<file path="src/rtl/spm_pkg.sv">
package spm_pkg;
    localparam int SPM_MAG_W = 5;

    typedef struct packed {
        logic [SPM_MAG_W-1:0] phase;
        logic [SPM_MAG_W-1:0] width;
        logic                 decel;
        logic                 fast;
        logic                 oe;
        logic                 start;
    } spm_core_t;
endpackage

</file>
<file path="src/rtl/spm_tick_gen.sv">
module spm_tick_gen #(
    parameter int TICK_DIV = 4
) (
    input  logic clk,
    input  logic rst_n,
    output logic tick
);
    localparam int CNT_W = (TICK_DIV > 1) ? $clog2(TICK_DIV) : 1;
    localparam logic [CNT_W-1:0] CNT_LAST = CNT_W'(TICK_DIV - 1);

    logic [CNT_W-1:0] cnt_d, cnt_q;
    logic             tick_d, tick_q;

    always_comb begin
        cnt_d  = cnt_q + 1'b1;
        tick_d = 1'b0;
        if (cnt_q == CNT_LAST) begin
            cnt_d  = '0;
            tick_d = 1'b1;
        end
    end

    always_ff @(posedge clk) begin
        if (!rst_n) begin
            cnt_q  <= '0;
            tick_q <= 1'b0;
        end else begin
            cnt_q  <= cnt_d;
            tick_q <= tick_d;
        end
    end

    assign tick = tick_q;

    generate
        if (TICK_DIV > 1) begin : g_spacing
            AST_TICK_SPACING: assert property (@(posedge clk) disable iff (!rst_n)
                tick_q |=> !tick_q) else $error("tick too close");
        end
    endgenerate
endmodule

</file>
<file path="src/rtl/spm_pwm_core.sv">
module spm_pwm_core
    import spm_pkg::*;
#(
    parameter int MAG_W = SPM_MAG_W
) (
    input  logic             clk,
    input  logic             rst_n,
    input  logic             tick,
    input  logic [MAG_W-1:0] cmd_mag,
    input  logic             cmd_decel,
    input  logic             fast_mode,
    output logic             pwm_level,
    output logic             pwm_oe,
    output logic             period_start
);
    localparam logic [MAG_W-1:0] LAST_BASE = {MAG_W{1'b1}};
    localparam logic [MAG_W-1:0] LAST_FAST = {1'b0, {(MAG_W-1){1'b1}}};

    spm_core_t st_d, st_q;
    logic [MAG_W-1:0] last;
    logic [MAG_W-1:0] new_width;
    logic [MAG_W-1:0] phase_inc;

    always_comb begin
        last      = st_q.fast ? LAST_FAST : LAST_BASE;
        new_width = fast_mode ? (cmd_mag >> 1) : cmd_mag;
        phase_inc = st_q.phase + 1'b1;
        st_d       = st_q;
        st_d.start = 1'b0;
        if (tick) begin
            if (st_q.phase == last) begin
                st_d.phase = '0;
                st_d.width = new_width;
                st_d.decel = cmd_decel;
                st_d.fast  = fast_mode;
                st_d.start = 1'b1;
                st_d.oe    = (new_width != '0);
            end else begin
                st_d.phase = phase_inc;
                st_d.oe    = (phase_inc < st_q.width);
            end
        end
    end

    always_ff @(posedge clk) begin
        if (!rst_n) begin
            st_q.phase <= LAST_BASE;
            st_q.width <= '0;
            st_q.decel <= 1'b0;
            st_q.fast  <= 1'b0;
            st_q.oe    <= 1'b0;
            st_q.start <= 1'b0;
        end else begin
            st_q <= st_d;
        end
    end

    assign pwm_level    = ~st_q.decel;
    assign pwm_oe       = st_q.oe;
    assign period_start = st_q.start;

    AST_PULSE_AT_START: assert property (@(posedge clk) disable iff (!rst_n)
        $rose(pwm_oe) |-> period_start) else $error("pulse began mid-period");
    AST_LEVEL_STEADY: assert property (@(posedge clk) disable iff (!rst_n)
        (pwm_oe && $past(pwm_oe)) |-> $stable(pwm_level)) else $error("level moved in pulse");
    AST_CMD_HELD: assert property (@(posedge clk) disable iff (!rst_n)
        !period_start |-> ($stable(st_q.width) && $stable(st_q.decel) && $stable(st_q.fast)))
        else $error("command changed mid-period");
    AST_STROBE_ONE: assert property (@(posedge clk) disable iff (!rst_n)
        period_start |=> !period_start) else $error("strobe wider than one clock");
    AST_PHASE_RANGE: assert property (@(posedge clk) disable iff (!rst_n)
        st_q.fast |-> (st_q.phase <= LAST_FAST)) else $error("fast phase overran");
endmodule

</file>
<file path="src/rtl/spm_pwm_top.sv">
module spm_pwm_top
    import spm_pkg::*;
#(
    parameter int TICK_DIV = 4,
    parameter int MAG_W    = SPM_MAG_W
) (
    input  logic             clk,
    input  logic             rst_n,
    input  logic [MAG_W-1:0] cmd_mag,
    input  logic             cmd_decel,
    input  logic             fast_mode,
    output logic             pwm_level,
    output logic             pwm_oe,
    output logic             period_start
);
    logic tick;

    spm_tick_gen #(.TICK_DIV(TICK_DIV)) u_tick (
        .clk   (clk),
        .rst_n (rst_n),
        .tick  (tick)
    );

    spm_pwm_core #(.MAG_W(MAG_W)) u_core (
        .clk          (clk),
        .rst_n        (rst_n),
        .tick         (tick),
        .cmd_mag      (cmd_mag),
        .cmd_decel    (cmd_decel),
        .fast_mode    (fast_mode),
        .pwm_level    (pwm_level),
        .pwm_oe       (pwm_oe),
        .period_start (period_start)
    );
endmodule

</file>
<file path="config.mk">
export PLATFORM = sky130hd
export DESIGN_NAME = spm_pwm_top
export DESIGN_NICKNAME = d
export VERILOG_FILES = /design/src/rtl/spm_pkg.sv /design/src/rtl/spm_tick_gen.sv /design/src/rtl/spm_pwm_core.sv /design/src/rtl/spm_pwm_top.sv
export SDC_FILE = /design/constraint.sdc
export NUM_CORES = 1
export LEC_CHECK = 0
export ABC_AREA = 1
export CORE_ASPECT_RATIO = 1.5
export CORE_MARGIN = 5
export CORE_UTILIZATION = 43
export CTS_CLUSTER_DIAMETER = 30
export DETAILED_ROUTE_END_ITERATION = 10
export MAX_ROUTING_LAYER = met4
export PLACE_DENSITY = 0.65
export SLEW_MARGIN = 0
export SYNTH_ARGS = -nofsm -noshare
export SYNTH_HDL_FRONTEND = slang
export SYNTH_SLANG_ARGS = --single-unit
</file>
<file path="constraint.sdc">
create_clock -name clk -period 2.2 [get_ports clk]
set_input_delay 0.22 -clock clk [delete_from_list [all_inputs] [get_ports clk]]
set_output_delay 0.22 -clock clk [all_outputs]
set_load 0.005 [all_outputs]
</file>
==> results.py <==
metrics = {
    "floorplan": {
        "fp.dieH_um": 65.1,
        "ioPinCount": 12,
        "design.core.area_mm2": 0.00198,
        "initial_core_util_pct": 44.1,
        "dieArea_mm2": 0.00304,
        "die_x_um": 46.7,
        "row_count": 20,
    },
    "route": {
        "ant_nets": 0,
        "first_iter_violations": 6,
        "met3_length_um": 46,
        "drc": 0,
        "num_vias": 747,
        "viasPerCell": 4.76,
        "drt-met1-wl_um": 704,
        "dr.max_layer_used": "met4",
        "wl_mm": 1.72,
        "firstDrtPassIters": 4,
        "wl_met2_um": 916,
        "wire_per_inst_um": 11.0,
    },
    "timing": {
        "slew-limit-headroom_pct": 82.8,
        "worst_pin_slew_ns": 0.255,
        "finalCritPeriodShare_pct": 81.6,
        "hold_viol": 0,
        "fin_crit_ns": 1.79,
        "slew_viol_final": 0,
        "grt_setup_unrepaired": "no",
        "setup_tns_ns": 0,
        "fmax_mhz": 557,
        "skew_ns": 0.00743,
        "setup_viol": 0,
        "setup_ws_ns": 0.405,
        "hold_slack_ns": 0.438,
    },
    "finish": {
        "nFillCells": 205,
        "utilization_pct": 52.5,
        "nets": 151,
        "postLayoutCellArea_mm2": 0.00104,
        "drive_gt1_share_pct": 7.41,
        "syn_to_final_growth_pct": 19.3,
        "diodes": 0,
    },
    "worst_setup_path": {
        "cp_max_fo": 5,
        "critPathMostFrequentCell": "nor2_1",
        "slowest_stage": "dfxtp_1",
        "worstPathCellList": "ha_1 > nand2_2 > nor2_4 > xor2_1 > ha_1 > a21oi_1 > o21ai_0 > nor2_1 > nor2_1 > nor2_1",
        "worstSetupPathType": "flip-flop to flip-flop",
        "slowest_delay_ns": 0.41,
        "critPathLaunchType": "flip-flop",
        "end_kind": "flip-flop",
        "critPathArrivalTime_ns": 2.03,
        "required_ns": 2.44,
    },
    "global_routing": {
        "antenna_found_initial": 0,
        "grt-ovfl-total": 0,
        "grt_pass1_wl_mm": 3.13,
        "grt_max_degree": 11,
        "grtUsageTotal_pct": 14.8,
        "grt_pass1_vias": 770,
    },
    "logic_synthesis": {
        "avgSynthCellArea_um2": 7.26,
        "synth_seq_cells": 17,
        "ys_types": 19,
        "synth-xor-area-share_pct": 3.02,
        "synthAdderAreaFrac_pct": 8.62,
        "ys_warn_count": 0,
        "syn_inst": 120,
        "synth_mux_area_share_pct": 0,
        "synth_top_family_by_area": "simple AND/OR/NAND/NOR gates",
        "synthSimpleGateAreaFrac_pct": 29.3,
        "syn_nets": 135,
        "synthesis.area_um2": 871,
        "ys_seq_area_share_pct": 39.1,
        "synth-compound-area-share_pct": 10.9,
    },
    "placed_design": {
        "gp_congestion": 0.840,
        "port_buffers": 11,
        "dpl.hpwl_mm": 1.41,
        "dp_slack_ns": 0.417,
        "dpl_cell_area_mm2": 0.00101,
    },
    "clock_tree": {
        "clkTransAtPathRegs_ns": 0.11,
        "cts_setup_buffers": 0,
        "postCtsHoldBufs": 0,
        "clock_sinks": 17,
        "cts_buffer_depth": 2,
        "numCtsBuffers": 3,
        "cts-root-buf": "clkbuf_4",
        "cts_tree": "done",
        "insertion_delay_ns": 0.30,
        "cts_resized": 0,
        "cts_max_level": 1,
    },
    "pwr": {
        "ir_worst_vdd_v": 0.000441,
        "power.leakage_nw": 0.486,
        "powerDensity_mw_per_mm2": 613,
    },
    "run_status": {
        "status": "completed",
    },
    "run": {
        "drv_cap": 0,
    },
    "min_path": {
        "hp-class": "flip-flop to flip-flop",
    },
}
## registers in the layout, indices dropped and copies added (netlist names)
signal and count:
u_tick.tick 1, u_core.pwm_oe 1, u_core.st_q 12, u_tick.cnt_q 2, u_core.period_start 1
## layout by cell type, fill, tap and decap left out
master	n
a21oi_1	9
buf_4	1
clkbuf_4	3
clkdlybuf4s50_1	11
clkinv_1	1
clkinv_2	1
dfxtp_1	17
ha_1	6
inv_1	17
inv_4	1
nand2_1	32
nand2_2	1
nand2_4	1
nand3_1	2
nor2_1	15
nor2_4	1
nor2_8	1
nor3_1	1
nor3b_1	2
o211ai_1	2
o21ai_0	7
xor2_1	3
## path summary, 6_finish.rpt
| kind | cells after the start | slack [ns] | startpoint | endpoint |
|---|---|---|---|---|
| max | 10 | 0.41 | u_core.st_q[9] | u_core.pwm_oe |
| min | 1 | 0.44 | u_tick.cnt_q[0] | u_tick.cnt_q[0] |
| max reg2reg | 10 | 0.41 | u_core.st_q[9] | u_core.pwm_oe |
| min reg2reg | 1 | 0.44 | u_tick.cnt_q[0] | u_tick.cnt_q[0] |
## power by group
group | leakage [nW] | total, W | switching, W | internal, W
registers | 0.138 | 0.000332 | 0.00000904 | 0.000322
clock network | 0.0177 | 0.000172 | 0.000104 | 0.0000677
logic | 0.330 | 0.000134 | 0.0000722 | 0.0000617
total | 0.486 | 0.000637 | 0.000185 | 0.000452
## cells by family after synthesis
family / Yosys count
xor gates and xnor gates: 3
DFF: 17
and+or+nand+nor: 56
adders and majority gates: 6
AOI/OAI and AO/OA: 18
buffers and inverters: 20
## layer usage
metal	vias to the layer above	track usage [%]
li1	406	-
met1	323	15.4
met2	13	23.4
met3	5	2.47
met4	0	11.8
met5	-	-
## worst max-delay path, delay by kind of cell (launching register included)
kind / cells / cell delay, ns
flip-flops: 1 / 0.41
AND/OR/NAND/NOR: 5 / 0.43
adder cells (fa/ha/maj): 2 / 0.49
XOR/XNOR: 1 / 0.20
AO/OA/AOI/OAI: 2 / 0.21
## stage by stage
step	cells	power, W
4_1_cts	157	0.000640
2_1_floorplan	120	0.000434
3_5_place_dp	153	0.000475
3_3_place_gp	153	0.000470
5_1_grt	157	0.000680
6_report	157	0.000637
## cell usage after synthesis
library cell	instances	area, um^2
inv_1	17	63.8
nand2_1	32	120
nand2_4	1	11.3
nor3b_1	2	15.0
o211ai_1	2	15.0
nor2_8	1	20.0
a21oi_1	9	45.0
nor3_1	1	5.00
inv_4	1	6.26
o21ai_0	7	35.0
ha_1	6	75.1
clkinv_1	1	3.75
dfxtp_1	17	340
nor2_4	1	11.3
nand2_2	1	6.26
buf_2	1	5.00
xor2_1	3	26.3
nor2_1	15	56.3
nand3_1	2	10.0
## area by class of cell
| cell class | instances | area (um^2) | share of cell area, % |
|---|---|---|---|
| Tap cell | 22 | 27.5 | 2.65 |
| Clock buffer | 3 | 22.5 | 2.17 |
| Inverter | 19 | 73.8 | 7.11 |
| Clock inverter | 1 | 5.00 | 0.482 |
| Timing Repair Buffer | 12 | 118 | 11.3 |
| Sequential cell | 17 | 340 | 32.8 |
| Multi-Input combinational cell | 83 | 452 | 43.5 |
Power figures use the tool's default switching activity.
